--- config.mk ---
export PLATFORM = sky130hd
export DESIGN_NAME = seq_runctl
export DESIGN_NICKNAME = d
export VERILOG_FILES = /design/src/rtl/seq_runctl_pkg.sv /design/src/rtl/seq_rst_sync.sv /design/src/rtl/seq_trig_edge.sv /design/src/rtl/seq_runctl_fsm.sv /design/src/rtl/seq_runctl.sv
export SDC_FILE = /design/constraint.sdc
export NUM_CORES = 1
export LEC_CHECK = 0
export ABC_AREA = 1
export BUFFER_PORTS_ARGS = -buffer_cell sky130_fd_sc_hd__buf_2
export CAP_MARGIN = 15
export CELL_PAD_IN_SITES_DETAIL_PLACEMENT = 1
export CELL_PAD_IN_SITES_GLOBAL_PLACEMENT = 1
export CORE_MARGIN = 2
export CORE_UTILIZATION = 34
export DETAILED_ROUTE_END_ITERATION = 6
export PLACE_DENSITY = 0.78
export SYNTH_ARGS = -nofsm -noshare
export SYNTH_HDL_FRONTEND = slang
export SYNTH_SLANG_ARGS = --single-unit
--- constraint.sdc ---
create_clock -name clk -period 2.15 [get_ports clk]
set_clock_uncertainty 0.05 [all_clocks]
set_input_delay 0.645 -clock clk [delete_from_list [all_inputs] [get_ports clk]]
set_output_delay 0.645 -clock clk [all_outputs]
set_load 0.05 [all_outputs]
--- src/rtl/seq_runctl_pkg.sv ---
package seq_runctl_pkg;
  typedef enum logic [2:0] {
    ST_IDLE,
    ST_ARM,
    ST_RUN,
    ST_HOLD,
    ST_FINISH,
    ST_ENDWAIT,
    ST_DRAIN
  } run_state_e;
endpackage

--- src/rtl/seq_rst_sync.sv ---
module seq_rst_sync #(
  parameter int STAGES = 2
) (
  input  logic clk,
  input  logic rst_n,
  output logic rst_n_o
);
  logic [STAGES-1:0] chain_q;

  always_ff @(posedge clk or negedge rst_n) begin
    if (!rst_n) chain_q <= '0;
    else        chain_q <= {chain_q[STAGES-2:0], 1'b1};
  end

  assign rst_n_o = chain_q[STAGES-1];
endmodule

--- src/rtl/seq_trig_edge.sv ---
module seq_trig_edge #(
  parameter int STAGES = 2
) (
  input  logic clk,
  input  logic rst_n,
  input  logic raw_i,
  output logic rise_o
);
  // STAGES synchroniser flops plus one history flop for edge detection
  logic [STAGES:0] sh_q;

  always_ff @(posedge clk or negedge rst_n) begin
    if (!rst_n) sh_q <= '0;
    else        sh_q <= {sh_q[STAGES-1:0], raw_i};
  end

  assign rise_o = sh_q[STAGES-1] & ~sh_q[STAGES];

  // an edge is a single-cycle event, never a level that could be reused
  a_r9_rise_single: assert property (@(posedge clk) disable iff (!rst_n)
    rise_o |=> !rise_o);
endmodule

--- src/rtl/seq_runctl_fsm.sv ---
module seq_runctl_fsm
  import seq_runctl_pkg::*;
(
  input  logic clk,
  input  logic rst_n,
  input  logic start_i,
  input  logic stop_i,
  input  logic abort_i,
  input  logic mode_i,
  input  logic rise_a_i,
  input  logic rise_b_i,
  input  logic sync_mark_i,
  input  logic prog_end_i,
  input  logic entry_done_i,
  input  logic fifo_empty_i,
  output logic go_o,
  output logic idle_o,
  output logic mode_o
);
  run_state_e st_q, st_d;
  logic       mode_q;
  logic       mode_en;

  always_comb begin
    st_d = st_q;
    unique case (st_q)
      ST_IDLE: begin
        if (start_i) st_d = mode_i ? ST_ARM : ST_RUN;
      end
      ST_ARM: begin
        if (abort_i || stop_i) st_d = ST_DRAIN;
        else if (rise_a_i)     st_d = ST_RUN;
      end
      ST_RUN: begin
        if (abort_i)                  st_d = ST_DRAIN;
        else if (prog_end_i)          st_d = mode_q ? ST_ENDWAIT : ST_DRAIN;
        else if (stop_i)              st_d = entry_done_i ? ST_DRAIN : ST_FINISH;
        else if (sync_mark_i && mode_q) st_d = ST_HOLD;
      end
      ST_HOLD: begin
        if (abort_i || stop_i) st_d = ST_DRAIN;
        else if (rise_b_i)     st_d = ST_RUN;
      end
      ST_FINISH: begin
        if (abort_i || entry_done_i || prog_end_i) st_d = ST_DRAIN;
      end
      ST_ENDWAIT: begin
        if (abort_i || stop_i || rise_b_i) st_d = ST_DRAIN;
      end
      ST_DRAIN: begin
        if (fifo_empty_i) st_d = ST_IDLE;
      end
      default: st_d = ST_IDLE;
    endcase
  end

  always_ff @(posedge clk or negedge rst_n) begin
    if (!rst_n) st_q <= ST_IDLE;
    else        st_q <= st_d;
  end

  assign mode_en = (st_q == ST_IDLE);

  always_ff @(posedge clk or negedge rst_n) begin
    if (!rst_n)       mode_q <= 1'b0;
    else if (mode_en) mode_q <= mode_i;
  end

  assign go_o   = (st_q == ST_RUN) || (st_q == ST_FINISH);
  assign idle_o = (st_q == ST_IDLE);
  assign mode_o = mode_q;

  // free-running start reaches go in one edge
  a_r2_start_go: assert property (@(posedge clk) disable iff (!rst_n)
    (idle_o && start_i && !mode_i) |=> go_o);

  // a pending stop keeps the entry running until its boundary
  a_r6_finish_holds: assert property (@(posedge clk) disable iff (!rst_n)
    (st_q == ST_FINISH && !entry_done_i && !abort_i && !prog_end_i) |=> go_o);

  // abort removes go on the next edge
  a_r7_abort_drops: assert property (@(posedge clk) disable iff (!rst_n)
    (!idle_o && abort_i) |=> !go_o);

  // idle is only reached with an empty FIFO
  a_r8_idle_after_empty: assert property (@(posedge clk) disable iff (!rst_n)
    $rose(idle_o) |-> $past(fifo_empty_i));

  // mode frozen while active
  a_r10_mode_frozen: assert property (@(posedge clk) disable iff (!rst_n)
    !idle_o |=> $stable(mode_o));
endmodule

--- src/rtl/seq_runctl.sv ---
module seq_runctl #(
  parameter int SYNC_STAGES = 2,
  parameter int RST_STAGES  = 2
) (
  input  logic clk,
  input  logic rst_n,
  input  logic start_i,
  input  logic stop_i,
  input  logic abort_i,
  input  logic mode_i,
  input  logic trig_a_i,
  input  logic trig_b_i,
  input  logic sync_mark_i,
  input  logic prog_end_i,
  input  logic entry_done_i,
  input  logic fifo_empty_i,
  output logic go_o,
  output logic idle_o,
  output logic mode_o
);
  localparam int NTRIG = 2;

  logic             rst_n_s;
  logic [NTRIG-1:0] trig_raw;
  logic [NTRIG-1:0] trig_rise;

  assign trig_raw = {trig_b_i, trig_a_i};

  seq_rst_sync #(.STAGES(RST_STAGES)) u_rst (
    .clk    (clk),
    .rst_n  (rst_n),
    .rst_n_o(rst_n_s)
  );

  for (genvar g = 0; g < NTRIG; g++) begin : g_trig
    seq_trig_edge #(.STAGES(SYNC_STAGES)) u_edge (
      .clk   (clk),
      .rst_n (rst_n_s),
      .raw_i (trig_raw[g]),
      .rise_o(trig_rise[g])
    );
  end

  seq_runctl_fsm u_fsm (
    .clk         (clk),
    .rst_n       (rst_n_s),
    .start_i     (start_i),
    .stop_i      (stop_i),
    .abort_i     (abort_i),
    .mode_i      (mode_i),
    .rise_a_i    (trig_rise[0]),
    .rise_b_i    (trig_rise[1]),
    .sync_mark_i (sync_mark_i),
    .prog_end_i  (prog_end_i),
    .entry_done_i(entry_done_i),
    .fifo_empty_i(fifo_empty_i),
    .go_o        (go_o),
    .idle_o      (idle_o),
    .mode_o      (mode_o)
  );
endmodule

==> results.md, run 1 <==
* First-pass iteration count of the detailed router at 6
* WL per Instance at between 10 and 15 microns
* Total track usage at 0.170
* Power Density at 1470 nW/um^2
* Avg Vias per Cell at 4.66
* CP arrival at 1340 ps
* Die H at 46.8 microns
* Dpl cells at 121
* H-tree depth at 1
* Setup Viol. Count Final at 0
* Initial antenna violation count at 0
* Cell count after synthesis at 83
* Initial DRC count at 14
* CP Class: flip-flop to output port
* Slew Viols, Final at 0
* Reg clk slew, reported paths at 80 ps
* Met1 Use GR at 0.204
* GR Layer Usage met2 at 0.312
* Most common cell in the synthesized netlist: nand2_1
* Root Buffer: clkbuf_4
* Antenna Nets Post-Route at 0
* Post-Syn Nets at 95
* Setup ws final at 112 ps
* Clock sink count at 12
* CTS Hold Bufs at 0
* Ys async rst share at 1.00
* Fillcell total at 230
* Antenna diode count at 0
* #FFs+latches synth at 12
* Post-synth top area cell: dfrtp_1
* Crit end category: output port
* Fin area at 785 sq um
* Max Cap Viol at 0
* Hold Worst Slack at about 92 ps
* Starting Density at 0.361
* Synth cell count leaders: nand2_1 (23), dfrtp_1 (12), nor2_1 (11)
* Status: complete, no violations
* Layout cells sized above 1 at 0.308
* Fmax at 0.491 GHz
* Dominant cells by area after synthesis: dfrtp_1 (48%), nand2_1 (14%), nand3_1 (8.0%), nor2_1 (6.6%), inv_1 (6.0%)
* Sum of negative setup slack at 0 ps
* Area Overhead vs Synth at 25.9%
* # rows at 15
* Post-synthesis sequential area ratio at 0.482
* Static Leak at 0.437 nW
* HP Class: input port to async pin
* Placed Area at 713 sq um
* I/O pin cnt at 15
* Grt ovf at 0
* Final Cycle Share at 0.948
* RSZ-0062 raised after global routing: no
* Hold Fails Final Rpt at 0
* Critical Path Fanout Max at 7
* WP data required at ~1500 ps
* Largest net degree at the start of global routing at 11
* DP HPWL at 1230 microns
* Detailed Route WL at 1670 microns
* Synthesized area at 623 sq um
* Vias post-DR at 601
* Crit start category: flip-flop
* CTS max path bufs at 2
* Die width at around 47 microns
* Place WS at 322 ps
* Core Box Area at around 1700 sq um
* CTS tree: done
* Synth cell types at 15
* Met3 GRT Util at 0.0231
* Drc violations at 0
* Ys flop type: dfrtp_1
* Crit path time final at 2040 ps
* Final non-filler cell total at 129
* First-pass GRT wire length at 2540 microns
* Gr busiest metal: met2
* EDFF count, synth at 0
* Yosys warns at 0
* Clock latency on the worst-skew pair at 270 ps
* Top-area cell type share of the netlist area at 0.482
* Number of nets in the layout at 117
* Avg Inst Size Synth at 7.51 sq um
* Routability cong. at 0.836
* TritonCTS Buffers at 3
* Port bufs at 14
* Die area at 2190 sq um
* VDD IR-drop max at 0.710 mV
* Vias in the first global route at 586
-- final timing paths --
| path | startpoint | slack, ps | to | depth (start not counted) |
|---|---|---|---|---|
| max | u_fsm.st_q[0] | 110 | go_o | 4 |
| min | rst_n | 90 | u_rst.chain_q[0] | 1 |
| max reg2reg | u_fsm.st_q[2] | 650 | u_fsm.st_q[2] | 9 |
| min reg2reg | u_rst.chain_q[1] | 110 | u_fsm.mode_o | 0 |
| max in group asynchronous | u_rst.chain_q[1] | 1640 | u_fsm.st_q[0] | 0 |
| min in group clk | g_trig[0].u_edge.sh_q[0] | 310 | g_trig[0].u_edge.sh_q[1] | 0 |
-- flip-flops by register name, summed over array words and instances (netlist names) --
name and flops:
g_trig.u_edge.sh_q 6, u_fsm.st_q 3, u_rst.chain_q 2, u_fsm.mode_o 1
-- layout make-up --
| class | count | area [sq um] | area share |
|---|---|---|---|
| inverter | 11 | 41.3 | 0.0526 |
| sequential | 12 | 303 | 0.386 |
| multi-input combinational | 59 | 270 | 0.344 |
| clock buffer | 4 | 36.3 | 0.0463 |
| timing repair buffer | 18 | 103 | 0.131 |
| tap | 25 | 31.3 | 0.0399 |
-- worst max-delay path, cell delays in order (launching register included) --
cell	delay (ps)
dfrtp_2	460
inv_1	100
nand3_1	150
o21ai_1	110
clkbuf_4	240
-- stage by stage --
step,power (mW),util
global route,1.23,0.454
global placement,0.877,0.413
floorplan,0.776,-
detailed placement,0.897,0.413
CTS,1.09,0.434
finish,1.16,0.454
-- cell families after synthesis --
kind of cell | share of synthesized area
buf+inv | 0.0843
simple gates | 0.367
compound gates | 0.0602
flops | 0.482
other cells | 0.00602
-- placed cells by master, fill, tap and decap left out --
cell / n
nor2_1: 11
nor2_2: 3
buf_2: 13
nand2_1: 23
clkbuf_4: 4
nand2_2: 2
o21ai_0: 3
a21oi_1: 1
inv_2: 1
dfrtp_2: 2
clkbuf_8: 1
inv_1: 10
o21ai_1: 2
buf_4: 4
dfrtp_1: 10
a21boi_0: 1
conb_1: 1
nand3_1: 10
nand3_2: 2
-- power breakdown --
group	switching (mW)	internal (mW)	total, mW
Clock	0.0762	0.103	0.179
Sequential	0.0769	0.277	0.354
Combinational	0.413	0.211	0.624
Total	0.566	0.591	1.16
-- layer usage --
metal	vias up	part of all wire
met1	289	0.43
met2	12	0.53
met4	0	0.0060
met5	-	0
li1	298	-
met3	2	0.028
-- what timing repair did --
action	4_1_cts	5_1_grt
buffers inserted	0	4
setup endpoints to repair	0	2
resized for setup	0	3
hold endpoints to repair	0	0
(Power assumes the default switching activity.)
==> run 2: changes to the inputs <==
--- a/config.mk
+++ b/config.mk
@@ -16,4 +16,5 @@
 export PLACE_DENSITY = 0.78
 export SYNTH_ARGS = -nofsm -noshare
 export SYNTH_HDL_FRONTEND = slang
+export SYNTH_HIERARCHICAL = 1
 export SYNTH_SLANG_ARGS = --single-unit
==> constraint.sdc (replaced) <==
create_clock -name clk -period 2.15 [get_ports clk]
set_clock_uncertainty 0.05 [all_clocks]
set_input_delay 0.645 -clock clk [delete_from_list [all_inputs] [get_ports clk]]
set_output_delay 0.645 -clock clk [all_outputs]
set_load 0.005 [all_outputs]
==> run 2 against run 1 <==
Global-route usage is 0.93 points lower. Maximum frequency is 3.1% higher. Sequential power is 6.2% lower. Non-clock buffer count down 4. Critical path depth stayed put. Synthesized area increased by 6.2%. Register-to-register slack improved by 70 ps. Wire length shrank 14%. Clock power is 7% lower. Total power down 23%. Setup slack improved by 62 ps. Critical endpoint unchanged.
==> results.md, run 2 <==
* WP data required at 1450 ps
* Most common cell in the synthesized netlist: nand2_1
* Total track usage at 0.160
* CTS max path bufs at 2
* Worst R2R End: u_fsm/st_q[0]
* Post-cts repair resize count at 0
* CTS tree: done
* CP arrival at 1280 ps
* Setup ws final at ~170 ps
* Yosys warns at 6
* Avg Inst Size Synth at approximately 7.4 sq um
* Post-Syn Nets at 102
* Ys async rst share at 1.00
* Hold Fails Final Rpt at 0
* Final Cycle Share at 0.919
* Biggest register: g_trig.u_edge/sh_q
* Vias post-DR at 607
* Dpl cells at 129
* Crit end category: output port
* Synth cell count leaders: nand2_1 (22), dfrtp_1 (12), nor2_1 (12)
* Largest net degree at the start of global routing at 11
* Multi-input logic area at 313 sq um
* Synth Area in XOR/XNOR at 0
* DP HPWL at roughly 1300 microns
* Die H at ~48 microns
* R2r setup slk at slightly above 700 ps
* Synth Area in Compound Gates at 0.0567
* Die width at 48.1 microns
* Fillcell total at 243
* Largest family of logic cells by synthesized area: simple AND/OR/NAND/NOR gates
* Post-synthesis mux area share at 0
* Core Box Area at 1780 sq um
* Worst Reg-to-Reg Cells at 6
* Die area at 2320 sq um
* Vias in the first global route at 580
* Commonest non-fill, non-tap cell in the layout: nand2_1
* Sum of negative setup slack at 0 ps
* Grt ovf at 0
* RSZ-0062 raised after global routing: no
* #FFs+latches synth at 12
* Number of nets in the layout at ~120
* Power Density at 1110 nW/um^2
* Port bufs at 14
* Biggest regs: g_trig.u_edge/sh_q (6), u_fsm/st_q (3), u_rst/chain_q (2)
* Flip-flop count of the largest register after layout at 6
* Synth cell types at 17
* TritonCTS Buffers at 3
* Max Cap Viol at 0
* Routability cong. at 0.886
* Cell count after synthesis at 90
* Fin area at 800 sq um
* Synth Area in Simple Gates at 0.410
* Root Buffer: clkbuf_4
* Final non-filler cell total at 133
* Static Leak at 0.441 nW
* # rows at 15
* Post-CTS Setup Inserts at 0
* Crit start category: flip-flop
* Area Overhead vs Synth at 20.8%
* WL per Instance at between 10 and 15 microns
* HP Class: flip-flop to async pin
* Critical Path Fanout Max at 6
* Synth Area in Adders at 0
* Ys flop type: dfrtp_1
* Reg clk slew, reported paths at 70 ps
* Avg Vias per Cell at roughly 4.6
* H-tree depth at 1
* I/O pin cnt at 15
* Top-area cell type share of the netlist area at 0.454
* Placed Area at ~760 sq um
* Dominant cells by area after synthesis: dfrtp_1 (45%), nand2_1 (12%), nor2_1 (6.8%), inv_1 (6.2%), nand2_2 (5.7%)
* Commonest non-fill, non-tap cells in the layout: nand2_1 (22), buf_2 (14), dfrtp_1 (12), nor2_1 (12), inv_1 (11)
* Starting Density at 0.371
* Layout cells sized above 1 at 0.287
* Post-synth top area cell: dfrtp_1
* Drc violations at 0
* Slew Viols, Final at 0
* Synthesized area at 662 sq um
* Initial DRC count at 9
* Initial antenna violation count at 0
* Clock sink count at 12
* Antenna diode count at 0
* Clock latency on the worst-skew pair at 260 ps
* Power, Total at 891 uW
* Antenna Nets Post-Route at 0
* Detailed Route WL at 1450 microns
* First-pass GRT wire length at 2530 microns
* FF+latch area at about 300 sq um
* Place WS at 443 ps
* Setup Viol. Count Final at 0
* CP Class: flip-flop to output port
* EDFF count, synth at 0
* CTS Hold Bufs at 0
* Status: complete, no violations
* Fmax at 0.506 GHz
* Worst r2r src: u_fsm/st_q[0]
* Post-synthesis sequential area ratio at 0.454
* Crit path time final at about 2000 ps
* First-pass iteration count of the detailed router at 4
* VDD IR-drop max at around 0.58 mV
[run 2: kinds of logic after synthesis]
family / Yosys count
AO/OA/AOI/OAI: 7
buffers and inverters: 13
flip-flops: 12
other: 1
AND/OR/NAND/NOR: 57
[run 2: layout make-up]
cell class | count | share of cell area
clock buffers | 4 | 0.0454
flip-flops and latches | 12 | 0.376
repair buffers | 14 | 0.0876
inverters | 13 | 0.0610
well taps | 25 | 0.0391
multi-input cells | 65 | 0.391
[run 2: per-layer routing]
| metal | GRT usage | share of wire |
|---|---|---|
| met2 | 0.235 | 0.44 |
| met5 | 0 | 0 |
| met4 | 0.0811 | 0.0083 |
| met3 | 0.0222 | 0.042 |
| met1 | 0.232 | 0.51 |
[run 2: through the flow]
step / util / hold WS [ps]
CTS: 0.448 / 95.1
finish: 0.448 / 101
global placement: 0.428 / 111
detailed placement: 0.428 / 119
floorplan: - / 70.9
global route: 0.448 / 93.0
[run 2: how the worst max path moves through the flow]
stage                        startpoint     end  slack (ps)  depth (start not counted)
after global routing      u_fsm/st_q[0]  idle_o           8                          4
final                     u_fsm/st_q[0]    go_o         170                          4
after global placement    u_fsm/st_q[0]    go_o         440                          4
after floorplan           u_fsm/st_q[2]    go_o         680                          3
after detailed placement  u_fsm/st_q[0]    go_o         440                          4
after CTS                 u_fsm/st_q[0]    go_o         150                          4
[run 2: worst max-delay path: stages, from the launching register on]
cell	delay, ps
dfrtp_1	460
nor2_1	240
nand2_2	120
o21ai_0	80
buf_2	130
[run 2: where the power goes]
group	leakage, nW	switching, mW	internal, mW
sequential	0.143	0.0630	0.269
combinational	0.277	0.245	0.147
clock	0.0210	0.0643	0.103
